File: config.mk
export PLATFORM = sky130hd
export DESIGN_NAME = qdac_ctrl
export DESIGN_NICKNAME = d
export VERILOG_FILES = /design/src/rtl/qdac_pkg.sv /design/src/rtl/qdac_sync.sv /design/src/rtl/qdac_shift.sv /design/src/rtl/qdac_chan.sv /design/src/rtl/qdac_ctrl.sv
export SDC_FILE = /design/constraint.sdc
export NUM_CORES = 1
export LEC_CHECK = 0
export BUFFER_PORTS_ARGS = -buffer_cell sky130_fd_sc_hd__buf_2
export CAP_MARGIN = 5
export CORE_ASPECT_RATIO = 2
export CORE_MARGIN = 8
export CORE_UTILIZATION = 57
export CTS_CLUSTER_DIAMETER = 50
export DETAILED_ROUTE_END_ITERATION = 8
export GPL_ROUTABILITY_DRIVEN = 0
export GPL_TIMING_DRIVEN = 0
export MAX_ROUTING_LAYER = met4
export PLACE_DENSITY = 0.78
export RECOVER_POWER = 100
export SLEW_MARGIN = 5
export SYNTH_ARGS = -nofsm -noshare
export SYNTH_HDL_FRONTEND = slang
export SYNTH_HIERARCHICAL = 1
export SYNTH_SLANG_ARGS = --single-unit
export TNS_END_PERCENT = 50
File: constraint.sdc
create_clock -name clk -period 1.7 [get_ports clk]
set_input_delay 0.085 -clock clk [delete_from_list [all_inputs] [get_ports clk]]
set_output_delay 0.085 -clock clk [all_outputs]
set_load 0.01 [all_outputs]
File: src/rtl/qdac_pkg.sv
package qdac_pkg;
   localparam int DEF_CODE_W      = 8;
   localparam int DEF_SEL_W       = 2;
   localparam int DEF_SYNC_STAGES = 2;

   // Channel names, in address order
   typedef enum logic [1:0] {
      CH_A = 2'd0,
      CH_B = 2'd1,
      CH_C = 2'd2,
      CH_D = 2'd3
   } chan_e;

   function automatic int word_width(input int code_w, input int sel_w);
      return sel_w + 1 + code_w;
   endfunction
endpackage

File: src/rtl/qdac_sync.sv
module qdac_sync #(
   parameter int          W       = 4,
   parameter int          STAGES  = qdac_pkg::DEF_SYNC_STAGES,
   parameter logic [W-1:0] RST_VAL = '0
) (
   input  logic         clk,
   input  logic         rst_n,
   input  logic [W-1:0] din,
   output logic [W-1:0] dout
);
   generate
      if (STAGES < 2) begin : g_bad_stages
         $error("qdac_sync: STAGES must be at least 2");
      end
   endgenerate

   logic [W-1:0] stage_q [STAGES];

   always_ff @(posedge clk) begin
      if (!rst_n) begin
         for (int i = 0; i < STAGES; i++) stage_q[i] <= RST_VAL;
      end else begin
         stage_q[0] <= din;
         for (int i = 1; i < STAGES; i++) stage_q[i] <= stage_q[i-1];
      end
   end

   assign dout = stage_q[STAGES-1];
endmodule

File: src/rtl/qdac_shift.sv
module qdac_shift #(
   parameter int WORD_W = 11
) (
   input  logic              clk,
   input  logic              rst_n,
   input  logic              shift_en,
   input  logic              bit_in,
   output logic [WORD_W-1:0] word
);
   generate
      if (WORD_W < 2) begin : g_bad_word
         $error("qdac_shift: WORD_W must be at least 2");
      end
   endgenerate

   logic [WORD_W-1:0] sreg_q;

   always_ff @(posedge clk) begin
      if (!rst_n)        sreg_q <= '0;
      else if (shift_en) sreg_q <= {sreg_q[WORD_W-2:0], bit_in};
   end

   assign word = sreg_q;

   // the newest bit enters at the least significant end
   a_r1_shift_in: assert property (@(posedge clk) disable iff (!rst_n)
      shift_en |=> (sreg_q[0] == $past(bit_in)));

   // with no qualified serial clock fall, the word is left alone
   a_r2_no_shift: assert property (@(posedge clk) disable iff (!rst_n)
      !shift_en |=> $stable(sreg_q));
endmodule

File: src/rtl/qdac_chan.sv
module qdac_chan #(
   parameter int CODE_W = qdac_pkg::DEF_CODE_W
) (
   input  logic              clk,
   input  logic              rst_n,
   input  logic              wr,
   input  logic              ldac_lvl,
   input  logic              ldac_fall,
   input  logic [CODE_W-1:0] wr_code,
   input  logic              wr_rng,
   output logic [CODE_W-1:0] out_code,
   output logic              out_rng
);
   localparam int ENT_W = CODE_W + 1;

   logic [ENT_W-1:0] in_q, out_q, in_nxt;

   assign in_nxt = wr ? {wr_rng, wr_code} : in_q;

   always_ff @(posedge clk) begin
      if (!rst_n) begin
         in_q  <= '0;
         out_q <= '0;
      end else begin
         in_q <= in_nxt;
         if ((wr && !ldac_lvl) || ldac_fall) out_q <= in_nxt;
      end
   end

   assign out_code = out_q[CODE_W-1:0];
   assign out_rng  = out_q[CODE_W];

   // an unaddressed input latch keeps its value
   a_r4_keep_input: assert property (@(posedge clk) disable iff (!rst_n)
      !wr |=> (in_q == $past(in_q)));

   // a write with load-DAC low reaches the output on the next edge
   a_r5_immediate: assert property (@(posedge clk) disable iff (!rst_n)
      (wr && !ldac_lvl) |=> (out_q == {$past(wr_rng), $past(wr_code)}));

   // load-DAC high freezes the output
   a_r6_hold: assert property (@(posedge clk) disable iff (!rst_n)
      ldac_lvl |=> $stable(out_q));

   // a load-DAC fall moves the staged value to the output
   a_r7_transfer: assert property (@(posedge clk) disable iff (!rst_n)
      (ldac_fall && !wr) |=> (out_q == $past(in_q)));
endmodule

File: src/rtl/qdac_ctrl.sv
module qdac_ctrl #(
   parameter int CODE_W      = qdac_pkg::DEF_CODE_W,
   parameter int SEL_W       = qdac_pkg::DEF_SEL_W,
   parameter int SYNC_STAGES = qdac_pkg::DEF_SYNC_STAGES
) (
   input  logic                          clk,
   input  logic                          rst_n,
   input  logic                          ser_dat,
   input  logic                          ser_clk,
   input  logic                          ser_ld,
   input  logic                          ld_dac,
   output logic [(CODE_W<<SEL_W)-1:0]    ch_code,
   output logic [(1<<SEL_W)-1:0]         ch_rng
);
   localparam int N_CH   = 1 << SEL_W;
   localparam int WORD_W = qdac_pkg::word_width(CODE_W, SEL_W);

   generate
      if (CODE_W < 1 || SEL_W < 1) begin : g_bad_cfg
         $error("qdac_ctrl: CODE_W and SEL_W must be positive");
      end
   endgenerate

   // synchronized strobes, bit order {ld_dac, ser_ld, ser_clk, ser_dat}
   logic [3:0] s_q;
   qdac_sync #(.W(4), .STAGES(SYNC_STAGES), .RST_VAL(4'b1100)) u_sync (
      .clk  (clk),
      .rst_n(rst_n),
      .din  ({ld_dac, ser_ld, ser_clk, ser_dat}),
      .dout (s_q)
   );

   logic s_dat, s_clk, s_ld, s_ldac;
   assign {s_ldac, s_ld, s_clk, s_dat} = s_q;

   // previous synchronized levels for edge detection
   logic [2:0] prev_q;
   always_ff @(posedge clk) begin
      if (!rst_n) prev_q <= 3'b110;
      else        prev_q <= {s_ldac, s_ld, s_clk};
   end

   logic sclk_fall, ld_fall, ldac_fall, shift_en;
   assign sclk_fall = prev_q[0] & ~s_clk;
   assign ld_fall   = prev_q[1] & ~s_ld;
   assign ldac_fall = prev_q[2] & ~s_ldac;
   assign shift_en  = sclk_fall & s_ld;

   logic [WORD_W-1:0] word;
   qdac_shift #(.WORD_W(WORD_W)) u_shift (
      .clk     (clk),
      .rst_n   (rst_n),
      .shift_en(shift_en),
      .bit_in  (s_dat),
      .word    (word)
   );

   logic [SEL_W-1:0]  w_sel;
   logic              w_rng;
   logic [CODE_W-1:0] w_code;
   assign w_sel  = word[WORD_W-1 -: SEL_W];
   assign w_rng  = word[CODE_W];
   assign w_code = word[CODE_W-1:0];

   logic [N_CH-1:0] wr_vec;

   generate
      for (genvar g = 0; g < N_CH; g++) begin : g_ch
         assign wr_vec[g] = ld_fall && (w_sel == SEL_W'(g));
         qdac_chan #(.CODE_W(CODE_W)) u_chan (
            .clk      (clk),
            .rst_n    (rst_n),
            .wr       (wr_vec[g]),
            .ldac_lvl (s_ldac),
            .ldac_fall(ldac_fall),
            .wr_code  (w_code),
            .wr_rng   (w_rng),
            .out_code (ch_code[g*CODE_W +: CODE_W]),
            .out_rng  (ch_rng[g])
         );
      end
   endgenerate

   // a strobe fall addresses exactly one channel, none otherwise
   a_r4_one_write: assert property (@(posedge clk) disable iff (!rst_n)
      ld_fall |-> ($countones(wr_vec) == 1));

   // all outputs are frozen while load-DAC is held high
   a_r6_all_hold: assert property (@(posedge clk) disable iff (!rst_n)
      s_ldac |=> ($stable(ch_code) && $stable(ch_rng)));
endmodule

==> impl_results.md <==
- Worst R2R Setup Slack: 0.06 ns
- Max Root-Sink Buffers: 2
- Die width: 72.34 um
- Yosys reg bits: 94
- Least-Margin Pin Slew: 0.7069 ns
- Mapped Area: 3618 um^2
- DR vias: 2430
- CTS clk-pin slew, worst paths: 0.06 ns
- CP Cell Sequence: and4bb_2 -> buf_6 -> nor2b_4 -> buf_6 -> buf_8 -> o311a_1
- Slew margin rel.: 52.87%
- Skew-Pair Late Insertion Delay: 0.34 ns
- Final slew viol count: 0
- Share of layout cells above drive strength 1: 13.98%
- CP max-delay cell: dfxtp_1
- DRC: 0
- DR iter-0 viols: 165
- Status: complete, no violations
- Die area: 9309 um^2
- Maximum VDD drop: 0.8089 mV
- WL per Instance: 15.57 um
- Fin crit share: 96.40%
- Final setup vio count: 0
- TritonCTS clock tree: yes
- H-tree levels: 3
- Largest net degree at the start of global routing: 50
- Max Freq: 610.2 MHz
- Unique masters post-synth: 18
- Num CTS Buffers: 9
- GRT Overall Usage: 16.50%
- Warnings, synthesis: 6
- Total leakage power: 1.608 nW
- Kind of end point of the critical path: flop
- Final count of hold timing violations: 0
- Maxcap violations: 0
- Syn Area/Cell: 11.63 um^2
- First-pass GRT wire length: 11530 um
- Area Overhead vs Synth: 16.94%
- Worst setup margin: 0.06125 ns
- Number of nets in the final layout: 373
- Postcts setup bufs: 0
- Hpwl dp: 4912 um
- WHS: 0.2770 ns
- Filler instances: 510
- Post-synthesis sequential area ratio: 52.01%
- WP data required: 1.92 ns
- Setup Slack @ Placement: -0.3128 ns
- Crit-path max FO: 10
- Unrepaired setup endpoints after global routing: true
- Core ar.: 6207 um^2
- Starting density of the core: 58.29%
- Congestion Overflow GR: 0
- First-pass iteration count of the detailed router: 4
- Post-route insts no fill: 458
- CP peak stage delay: 0.43 ns
- FP Rows: 41
- Post-Syn Instances: 311
- Ant diodes: 0
- Chip height: 128.7 um
- Syn nets: 317
- Critical path type: reg -> reg
- CP startpoint kind: flop
- Post-route minimum period: 1.639 ns
- PortBufs: 41
- Top Ports: 42
- Hold Path Class: in -> reg
- Worst Path Arrival: 1.86 ns
- Clk_skew: 0.006629 ns
- Antenna-violating nets left: 0
- CTS Sinks: 94
- Placed instance count: 438
- Vias in the first global route: 2424
- Power Density: 1040 nW/um^2
- CP most frequent cell: buf_6
- DR vias/cell: 5.306
- Drt total wl: 7132 um
- Initial antenna violation count: 0
- Clock root buffer master: clkbuf_16
cells in the final DEF, fill, tap and decap left out, drive strengths merged:
cell type    instances
and2                 5
and4b                1
nor4b                1
nor2b               52
o21ai               36
buf                 23
mux2i               47
dlygate4sd3          4
and4bb               2
nand2b               6
o311a               36
and3b                1
clkbuf              64
dfxtp               94
flip-flops by register name (all words and copies together) (netlist names):
name,cells
u_sync/stage_q,8
g_ch.u_chan/in_q,36
u_shift/word,11
prev_q,3
g_ch.u_chan/out_q,36
metrics by stage:
stage	TNS, ns	util (%)	area, um^2	power [mW]
6_report	0	68.17	4232	4.401
5_1_grt	-0.0008242	68.17	4232	4.547
4_1_cts	0	68.68	4263	4.450
3_5_place_dp	-8.628	63.33	3931	2.575
3_3_place_gp	-7.012	63.33	3931	2.565
2_1_floorplan	0	-	3618	2.482
power breakdown:
part	total (mW)	internal [mW]	switching, mW
Combinational	0.241	0.114	0.127
Sequential	2.28	2.26	0.0262
Clock	1.88	1.11	0.763
final cells by class:
class                      count  area, um^2  area share [%]
tap                           86       107.6           2.543
sequential                    94        1882           44.47
buffer                        30       247.7           5.855
clock buffer                  16       281.5           6.653
multi-input combinational    187        1513           35.75
timing repair buffer          45       200.2           4.731
worst paths after layout:
path / start / to / cells after the start
worst max-delay path: u_shift/word[9]$_SDFFE_PN0P_ / g_ch[2].u_chan/out_q[6]$_SDFFE_PN0P_ / 6
worst min-delay path: rst_n / prev_q[1]$_SDFF_PN1_ / 2
worst max register to register: u_shift/word[9]$_SDFFE_PN0P_ / g_ch[2].u_chan/out_q[6]$_SDFFE_PN0P_ / 6
worst min register to register: u_sync/stage_q[0][2]$_SDFF_PN1_ / u_sync/stage_q[0][6]$_SDFF_PN1_ / 1
logic make-up after synthesis:
logic type	after synthesis	synth area share [%]
AOI/OAI and AO/OA	72	14.94
DFF	94	52.01
and+or+nand+nor	68	13.42
muxes	47	13.00
buffers and inverters	30	6.639
cell usage after synthesis:
cell	n	area [um^2]
nor2b_4	4	55.05
nand2b_1	6	37.54
clkbuf_1	9	33.78
and2_1	5	31.28
and4bb_2	2	25.02
o21ai_0	24	120.1
o311a_1	36	360.4
buf_8	4	60.06
mux2i_1	47	470.5
buf_6	9	101.4
buf_1	4	15.01
buf_4	4	30.03
and4b_2	1	11.26
nor2b_1	48	300.3
nor4b_2	1	15.01
o21ai_1	12	60.06
dfxtp_1	94	1882
and3b_2	1	10.01
timing repair:
action                     in CTS  in global routing
resized for setup               7                  7
pin swaps                       0                  1
setup endpoints to repair      36                 23
hold endpoints to repair        4                  0
hold buffers                    4                  0
worst max-delay path, delay by kind of cell, from the launching register on:
kind,cells,cell delay (ns)
compound gates,1,0.28
buf+inv,3,0.41
flops,1,0.43
simple gates,2,0.40
routing by layer:
metal,global-route usage [%],share of wire (%),wire [um]
met1,17.36,44,3153
met2,27.50,51,3628
met3,4.910,3.0,216
met4,7.394,1.9,133
met5,-,0,0
Power figures use the tool's default switching activity.
